$ cat config.mk
export PLATFORM = sky130hd
export DESIGN_NAME = cpwm_gen
export DESIGN_NICKNAME = d
export VERILOG_FILES = /design/src/rtl/cpwm_pkg.sv /design/src/rtl/cpwm_bus_regs.sv /design/src/rtl/cpwm_timebase.sv /design/src/rtl/cpwm_outstage.sv /design/src/rtl/cpwm_gen.sv
export SDC_FILE = /design/constraint.sdc
export NUM_CORES = 1
export LEC_CHECK = 0
export BUFFER_PORTS_ARGS = -buffer_cell sky130_fd_sc_hd__buf_2
export CAP_MARGIN = 20
export CORE_MARGIN = 4
export CORE_UTILIZATION = 30
export CTS_CLUSTER_SIZE = 30
export DETAILED_ROUTE_END_ITERATION = 6
export PLACE_DENSITY = 0.51
export SLEW_MARGIN = 20
export SYNTH_ARGS = -nofsm -noshare
export SYNTH_HDL_FRONTEND = slang
export SYNTH_SLANG_ARGS = --single-unit
$ cat constraint.sdc
create_clock -name clk -period 2.1 [get_ports clk]
set_input_delay 0.315 -clock clk [delete_from_list [all_inputs] [get_ports clk]]
set_output_delay 0.315 -clock clk [all_outputs]
set_load 0.005 [all_outputs]
$ cat src/rtl/cpwm_pkg.sv
`timescale 1ns/1ps
package cpwm_pkg;
  // control latch fields; member order fixes bit positions 5..0
  typedef struct packed {
    logic       run;
    logic       out_en;
    logic [1:0] dt_code;
    logic [1:0] div_code;
  } ctrl_t;

  localparam int CTRL_BITS = $bits(ctrl_t);
  localparam int LOCK_BIT  = 6;

  // dead-time steps per code: 0, 2, 4, 8
  function automatic int unsigned dead_steps(input logic [1:0] code);
    return (code == 2'd0) ? 0 : (32'd1 << code);
  endfunction
endpackage

$ cat src/rtl/cpwm_bus_regs.sv
`timescale 1ns/1ps
module cpwm_bus_regs
  import cpwm_pkg::*;
#(
  parameter int CNT_W = 8
) (
  input  logic             clk,
  input  logic             rst_n,
  input  logic             hb_sel,
  input  logic             hb_wr,
  input  logic             hb_addr,
  input  logic [CNT_W-1:0] hb_data,
  output logic [CNT_W-1:0] pw_hold,
  output ctrl_t            ctrl,
  output logic             locked
);
  logic wr_hit;
  assign wr_hit = hb_sel & hb_wr;

  always_ff @(posedge clk) begin
    if (!rst_n) begin
      pw_hold <= '0;
      ctrl    <= '0;
      locked  <= 1'b0;
    end else if (wr_hit) begin
      if (!hb_addr) begin
        pw_hold <= hb_data;
      end else begin
        ctrl <= ctrl_t'(hb_data[CTRL_BITS-1:0]);
        if (hb_data[LOCK_BIT]) locked <= 1'b1;
      end
    end
  end
endmodule

$ cat src/rtl/cpwm_timebase.sv
`timescale 1ns/1ps
module cpwm_timebase #(
  parameter int CNT_W = 8,
  parameter int DIV_W = 2
) (
  input  logic             clk,
  input  logic             rst_n,
  input  logic             run,
  input  logic [DIV_W-1:0] div_code,
  input  logic [CNT_W-1:0] pw_hold,
  output logic [CNT_W-1:0] cnt,
  output logic [CNT_W-1:0] pw_live
);
  localparam int PSC_W = (1 << DIV_W) - 1;

  logic [PSC_W-1:0] psc;
  logic [PSC_W-1:0] psc_lim;
  logic             tick;
  logic             wrap;

  assign psc_lim = PSC_W'((32'd1 << div_code) - 32'd1);
  assign tick    = (psc == psc_lim);
  assign wrap    = (cnt == {CNT_W{1'b1}});

  always_ff @(posedge clk) begin
    if (!rst_n) begin
      psc     <= '0;
      cnt     <= '0;
      pw_live <= '0;
    end else if (!run) begin
      psc     <= '0;
      cnt     <= '0;
      pw_live <= pw_hold;
    end else begin
      psc <= tick ? '0 : psc + 1'b1;
      if (tick) begin
        cnt <= cnt + 1'b1;
        if (wrap) pw_live <= pw_hold;
      end
    end
  end
endmodule

$ cat src/rtl/cpwm_outstage.sv
`timescale 1ns/1ps
module cpwm_outstage
  import cpwm_pkg::*;
#(
  parameter int CNT_W = 8
) (
  input  logic [CNT_W-1:0] cnt,
  input  logic [CNT_W-1:0] pw_live,
  input  logic [1:0]       dt_code,
  input  logic             run,
  input  logic             out_en,
  input  logic             locked,
  output logic             pwm_p,
  output logic             pwm_n
);
  logic [CNT_W-1:0] dt_lim;
  logic             live;
  logic             below_pw;
  logic             past_gap;

  assign dt_lim   = CNT_W'(dead_steps(dt_code));
  assign live     = run & out_en & ~locked;
  assign below_pw = (cnt < pw_live);
  assign past_gap = (cnt >= dt_lim);
  assign pwm_p    = live & below_pw & past_gap;
  assign pwm_n    = live & ~below_pw;
endmodule

$ cat src/rtl/cpwm_gen.sv
`timescale 1ns/1ps
module cpwm_gen
  import cpwm_pkg::*;
#(
  parameter int CNT_W = 8
) (
  input  logic             clk,
  input  logic             rst_n,
  input  logic             hb_sel,
  input  logic             hb_wr,
  input  logic             hb_addr,
  input  logic [CNT_W-1:0] hb_data,
  output logic             pwm_p,
  output logic             pwm_n
);
  ctrl_t            ctrl;
  logic             locked;
  logic [CNT_W-1:0] pw_hold;
  logic [CNT_W-1:0] pw_live;
  logic [CNT_W-1:0] cnt;

  cpwm_bus_regs #(.CNT_W(CNT_W)) u_regs (
    .clk     (clk),
    .rst_n   (rst_n),
    .hb_sel  (hb_sel),
    .hb_wr   (hb_wr),
    .hb_addr (hb_addr),
    .hb_data (hb_data),
    .pw_hold (pw_hold),
    .ctrl    (ctrl),
    .locked  (locked)
  );

  cpwm_timebase #(.CNT_W(CNT_W), .DIV_W(2)) u_tb (
    .clk      (clk),
    .rst_n    (rst_n),
    .run      (ctrl.run),
    .div_code (ctrl.div_code),
    .pw_hold  (pw_hold),
    .cnt      (cnt),
    .pw_live  (pw_live)
  );

  cpwm_outstage #(.CNT_W(CNT_W)) u_out (
    .cnt     (cnt),
    .pw_live (pw_live),
    .dt_code (ctrl.dt_code),
    .run     (ctrl.run),
    .out_en  (ctrl.out_en),
    .locked  (locked),
    .pwm_p   (pwm_p),
    .pwm_n   (pwm_n)
  );
endmodule

==> impl_metrics.csv, run 1 <==
group,metric,value,unit
cts,clk_pin_slew,70,ps
floorplan,std_cell_rows,27,
worst_setup_path,reg2reg_depth,5,
cts,clk_path_buf_depth,2,
floorplan,ios,15,
cts,clockRootBuffer,"clkbuf_8",
cells_and_area,syn_to_final_growth,21.25,%
cells_and_area,n_fill_cell,570,
sta,relSlewSlack,61.97,%
sta,drv_slew,0,
synthesis,avgSynthCellArea,9.182,µm²
floorplan,start_util,31.02,%
status,failed_checks,"negative setup slack",
drt,drc,0,
synthesis,ys_seq_elements,34,
synthesis,ys_types,35,
worst_setup_path,path_cells,"inv_1, ha_4, a21o_1, a21o_1, nor3_2, o31ai_2, o21ba_2, buf_2",
floorplan,die_area,6964,µm²
cts,clkSinkCount,34,
synthesis,synth-edff-count,0,
drt,wl,3376,µm
grt,grt_pass1_wl,5699,µm
flow_run,maxCapViolCount,0,
grt,grt_use_total,10.07,%
pwr,p_total,0.001342,W
worst_setup_path,r2r_end,"u_tb.pw_live[5]$_SDFFE_PN0P_",
synthesis,synth_top_area_share,39.85,%
cells_and_area,drive_gt1_share,23.44,%
cts,cts-buffers-inserted,5,
sta,hold_viol,0,
worst_setup_path,criticalPathCategory,"flop to primary output",
worst_setup_path,path_common_cell,"a21o_1",
drt,drt-initial-drc-count,42,
grt,overflow,0,
floorplan,die_h,83.45,µm
worst_setup_path,start_kind,"flop",
worst_setup_path,cp.required,1780,ps
worst_setup_path,critPathTopFamily,"compound AO/OA/AOI/OAI gates",
synthesis,synth_top_cell_by_area,"dfxtp_1",
place,gp_congestion,0.7243,
synthesis,synth_seq_area_share,39.85,%
hold_path,min_to,"u_regs.pw_hold[7]$_SDFFE_PN0P_",
worst_setup_path,crit_arrival,1790,ps
synthesis,synth_cells,186,
synthesis,ys_warn_count,0,
synthesis,synth_fp_nets,211,
cells_and_area,antenna_cells,0,
cts,clk_latency,280,ps
worst_setup_path,r2r_start,"u_tb.psc[2]$_SDFF_PP0_",
grt,antenna_found_initial,0,
worst_setup_path,cpMaxStageDelayCell,"dfxtp_2",
drt,firstDrtPassIters,3,
sta,post-route-period-util,100.3,%
drt,drtAntennaViolNets,0,
status,status,"finished, violations left",
drt,routedWlPerCell,12.01,µm
synthesis,synth_area,1708,µm²
place,portBuffers,14,
pwr,leakagePower,0.8504,nW
floorplan,die-width,83.45,µm
cells_and_area,nets,233,
sta,rsz0062_at_grt,"yes",
place,dp_slack,217.7,ps
grt,grt_pass1_vias,1200,
hold_path,holdCritPathClass,"input pin to flop",
cts,cts.htree.levels,2,
sta,fmax,0.4748,GHz
pwr,max-vdd-ir-drop,0.3981,mV
floorplan,fp.coreArea,5507,µm²
sta,finalSetupViolCount,1,
sta,tightest_slew,568.7,ps
cts,cts_tree,"done",
synthesis,synthFlopType,"dfxtp_1",
synthesis,async_reset_ff_share,0,%
worst_setup_path,worst-path-buf-inv,2,
worst_setup_path,max_stage_delay,320,ps
sta,skew,3.579,ps
sta,min_period,2106,ps
synthesis,synthTopCellsByArea,"dfxtp_1 40%, mux2i_1 13%, ha_1 8.8%",
hold_path,hold_depth,3,
pwr,p_per_area,648.1,nW/µm²
sta,layout_setup_ws,-6.060,ps
worst_setup_path,reg2reg_setup_slack,250,ps
worst_setup_path,end_kind,"primary output",
hold_path,worstHoldStart,"hb_data[7]",
drt,viasPerCell,4.559,
place,hpwlAfterDp,2395,µm
grt,grt_max_degree,33,
cells_and_area,seq_area,693.2,µm²
cells_and_area,multi_input_area,1021,µm²
worst_setup_path,crit_fanout,2,
drt,vias,1281,
## per-stage QoR
stage	TNS, ps	hold WS (ps)	util (%)	cells	area (µm²)
4_1_cts	-24.16	277.4	36.36	280	2002
3_5_place_dp	0	450.3	33.77	269	1859
6_report	-6.060	282.2	37.61	281	2071
3_3_place_gp	0	442.4	33.77	269	1859
5_1_grt	-132.9	306.2	37.61	281	2071
2_1_floorplan	0	434.4	-	186	1708
## synth_stat cells, drive strengths merged (3+ instances only)
master  number
nand2b       3
xnor2        3
dfxtp       34
mux2i       22
nor2        11
nand2       23
clkbuf       4
nand3        7
nor2b       15
inv         10
ha          12
o21ai        3
a21oi        8
o31ai        3
or4          3
## where the power goes
group          internal (W)  switching [W]
sequential         0.000656      0.0000100
clock              0.000355       0.000232
combinational     0.0000430      0.0000454
## cell usage in the layout (no fill, tap or decap), types with 3 or more instances in the layout
master / n
xnor2_1: 3
a21oi_1: 8
dfxtp_2: 4
buf_2: 14
buf_4: 7
ha_4: 3
mux2i_1: 22
nor2b_1: 14
nand2_1: 23
dfxtp_1: 28
ha_1: 9
nand3_1: 7
or4_1: 3
clkbuf_8: 5
inv_1: 10
nor2_1: 11
## worst max-delay path by stage
stage	from	to	slack, ps	cells past startpoint
6_report	u_tb.pw_live[6]$_SDFFE_PN0P_	pwm_p	-6	8
5_1_grt	u_tb.pw_live[6]$_SDFFE_PN0P_	pwm_p	-120	8
4_1_cts	u_regs.ctrl[2]$_SDFFE_PN0P_	pwm_p	-20	8
3_5_place_dp	u_tb.pw_live[6]$_SDFFE_PN0P_	pwm_p	220	8
3_3_place_gp	u_tb.pw_live[6]$_SDFFE_PN0P_	pwm_p	220	8
2_1_floorplan	u_tb.pw_live[6]$_SDFFE_PN0P_	pwm_p	370	7
## area by class of cell
cell class              instances  share of cell area, %
inverters                      10                  1.813
flip-flops and latches         34                  33.47
clock buffers                   7                  3.686
repair buffers                 21                  5.921
multi-input cells             136                  49.31
clock inverters                 1                  1.450
well taps                      72                  4.350
## flip-flops by register name (all words and copies together) (netlist names)
register,cells
u_regs.locked,1
u_tb.pw_live,8
u_regs.ctrl,6
u_tb.psc,3
u_regs.pw_hold,8
u_tb.cnt,8
## worst register-to-register path: stages, from the launching register on
cell	delay, ps
dfxtp_1	400
and4bb_2	260
a22oi_1	260
and2_4	280
o31a_2	360
mux2i_1	220
## logic make-up after synthesis
logic type	after synthesis	share of synthesized area [%]
AOI/OAI and AO/OA	26	10.40
xor gates and xnor gates	4	2.052
adders and majority gates	12	8.791
buffers and inverters	16	4.029
DFF	34	39.85
muxes	22	12.89
and+or+nand+nor	72	21.98
## timing repair
action | in CTS | in global routing
setup buffers | 3 | 1
pin swaps | 7 | 6
gates resized for setup | 7 | 10
hold buffers | 0 | 0
endpoints found under the setup margin | 1 | 2
## layer usage
metal | vias to the layer above | global-route usage [%] | part of all wire [%] | wire length, µm
met5 | - | 0 | 0 | 0
met4 | 0 | 3.070 | 1.2 | 39
met3 | 5 | 3.159 | 2.9 | 98
met2 | 13 | 14.80 | 43 | 1460
met1 | 580 | 14.07 | 53 | 1778
li1 | 683 | - | - | -
No activity file was read; power rests on OpenSTA's default activity.
==> inputs of run 2 (changes only) <==
Settings changed: CELL_PAD_IN_SITES_DETAIL_PLACEMENT set to 1, CELL_PAD_IN_SITES_GLOBAL_PLACEMENT set to 1, PLACE_DENSITY 0.51 to 0.61.
==> impl_metrics.csv, run 2 (same netlist as run 1, synthesis figures left out) <==
group,metric,value,unit
status,status,"finished, violations left",
status,failed_checks,"negative setup slack",
drt,firstDrtPassIters,4,
worst_setup_path,criticalPathCategory,"flop to primary output",
worst_setup_path,start_kind,"flop",
place,gp_congestion,0.7106,
drt,drt-initial-drc-count,53,
drt,viasPerCell,4.738,
sta,layout_setup_ws,-39.58,ps
floorplan,std_cell_rows,27,
worst_setup_path,end_kind,"primary output",
worst_setup_path,cpMaxStageDelayCell,"dfxtp_2",
floorplan,die-width,83.45,µm
pwr,leakagePower,0.8537,nW
drt,vias,1322,
place,hpwlAfterDp,2677,µm
drt,wl,3974,µm
grt,antenna_found_initial,0,
sta,fmax,0.4674,GHz
grt,grt_use_total,11.69,%
cts,clockRootBuffer,"clkbuf_8",
drt,routedWlPerCell,14.24,µm
grt,overflow,0,
floorplan,fp.coreArea,5507,µm²
worst_setup_path,crit_arrival,1820,ps
sta,skew,6.828,ps
flow_run,maxCapViolCount,0,
cts,cts-buffers-inserted,5,
sta,finalSetupViolCount,1,
cells_and_area,final_cell_mix,"26 x dfxtp_1, 23 x nand2_1, 22 x mux2i_1",
hold_path,holdCritPathClass,"input pin to flop",
floorplan,die_h,83.45,µm
sta,drv_slew,0,
sta,rsz0062_at_grt,"yes",
grt,grt_pass1_vias,1368,
floorplan,start_util,31.02,%
cts,cts_tree,"done",
cells_and_area,largest_registers,"u_regs.pw_hold x8, u_tb.cnt x8, u_tb.pw_live x8",
sta,holdWs,289.7,ps
sta,relSlewSlack,61.32,%
worst_setup_path,critPathTopFamily,"compound AO/OA/AOI/OAI gates",
worst_setup_path,max_stage_delay,340,ps
worst_setup_path,path_cells,"nand2b_4, ha_4, a21boi_2, o21a_1, o31ai_1, o21ba_2, buf_2",
cells_and_area,layout.cells.non_filler,279,
grt,grt_max_degree,33,
worst_setup_path,cp.required,1780,ps
sta,post-route-period-util,101.9,%
cts,clk_path_buf_depth,2,
cells_and_area,syn_to_final_growth,21.90,%
worst_setup_path,crit_fanout,4,
drt,drtAntennaViolNets,0,
floorplan,die_area,6964,µm²
floorplan,ios,15,
worst_setup_path,worst-path-buf-inv,1,
cts,clk_pin_slew,70,ps
cts,clk_latency,280,ps
grt,grt_pass1_wl,6534,µm
pwr,max-vdd-ir-drop,0.3382,mV
place,place_inst,270,
cts,cts.htree.levels,2,
cells_and_area,drive_gt1_share,26.09,%
pwr,p_per_area,662.2,nW/µm²
cts,clkSinkCount,34,
cells_and_area,final_common_cell,"dfxtp_1",
sta,tightest_slew,578.4,ps
pwr,p_total,0.001379,W
drt,drc,0,
cells_and_area,nets,232,
sta,min_period,2140,ps
sta,tns,-39.58,ps
place,portBuffers,14,
cells_and_area,antenna_cells,0,
sta,hold_viol,0,
## run 2: cell types whose count changed in the layout (fill, tap and decap cells not counted), sizes merged
cell	delta
buf	-1
clkbuf	-1
## run 2: worst min-delay path: stages
cell and delay, ps:
buf_2 80, mux2i_1 50, nor2b_1 90
## run 2: final timing paths
kind / from / end / slack, ps / depth (start not counted)
max: u_regs.ctrl[2]$_SDFFE_PN0P_ / pwm_p / -40 / 7
min reg2reg: u_tb.pw_live[7]$_SDFFE_PN0P_ / u_tb.pw_live[7]$_SDFFE_PN0P_ / 460 / 2
min: hb_data[7] / u_regs.pw_hold[7]$_SDFFE_PN0P_ / 290 / 3
max reg2reg: u_tb.psc[2]$_SDFF_PP0_ / u_tb.pw_live[6]$_SDFFE_PN0P_ / 220 / 5
## run 2: power breakdown
group | switching (W) | total (W) | internal, W
Combinational | 0.0000483 | 0.0000938 | 0.0000455
Sequential | 0.0000110 | 0.000667 | 0.000656
Clock | 0.000238 | 0.000618 | 0.000380
## run 2: metal layers
metal / GRT usage (%) / up-vias / share of wire (%)
met2: 19.90 / 14 / 48
li1: - / 678 / -
met1: 14.36 / 626 / 48
met4: 3.947 / 0 / 1.3
met3: 2.962 / 4 / 2.7
met5: 0 / - / 0
## run 2: cell type report
| type | count | area (µm²) |
|---|---|---|
| fillers | 639 | 3425 |
| multi-input cells | 136 | 1031 |
| flip-flops and latches | 34 | 695.7 |
| repair buffers | 20 | 115.1 |
| well taps | 72 | 90.09 |
| clock buffers | 6 | 82.58 |
| inverters | 10 | 37.54 |
| clock inverters | 1 | 30.03 |
## run 2: per-stage QoR
stage / instance area, µm² / util, % / setup slack, ps
floorplan: 1708 / - / 369.8
global placement: 1867 / 33.90 / 228.7
detailed placement: 1867 / 33.90 / 183.6
CTS: 2011 / 36.51 / -23.50
global route: 2082 / 37.81 / -114.7
finish: 2082 / 37.81 / -39.58
## run 2: repair_timing
item | in CTS | in global routing
hold buffers | 0 | 0
pin swaps | 2 | 4
setup endpoints to repair | 1 | 2
setup buffers | 1 | 1
cloned | 0 | 0
resized for setup | 7 | 15
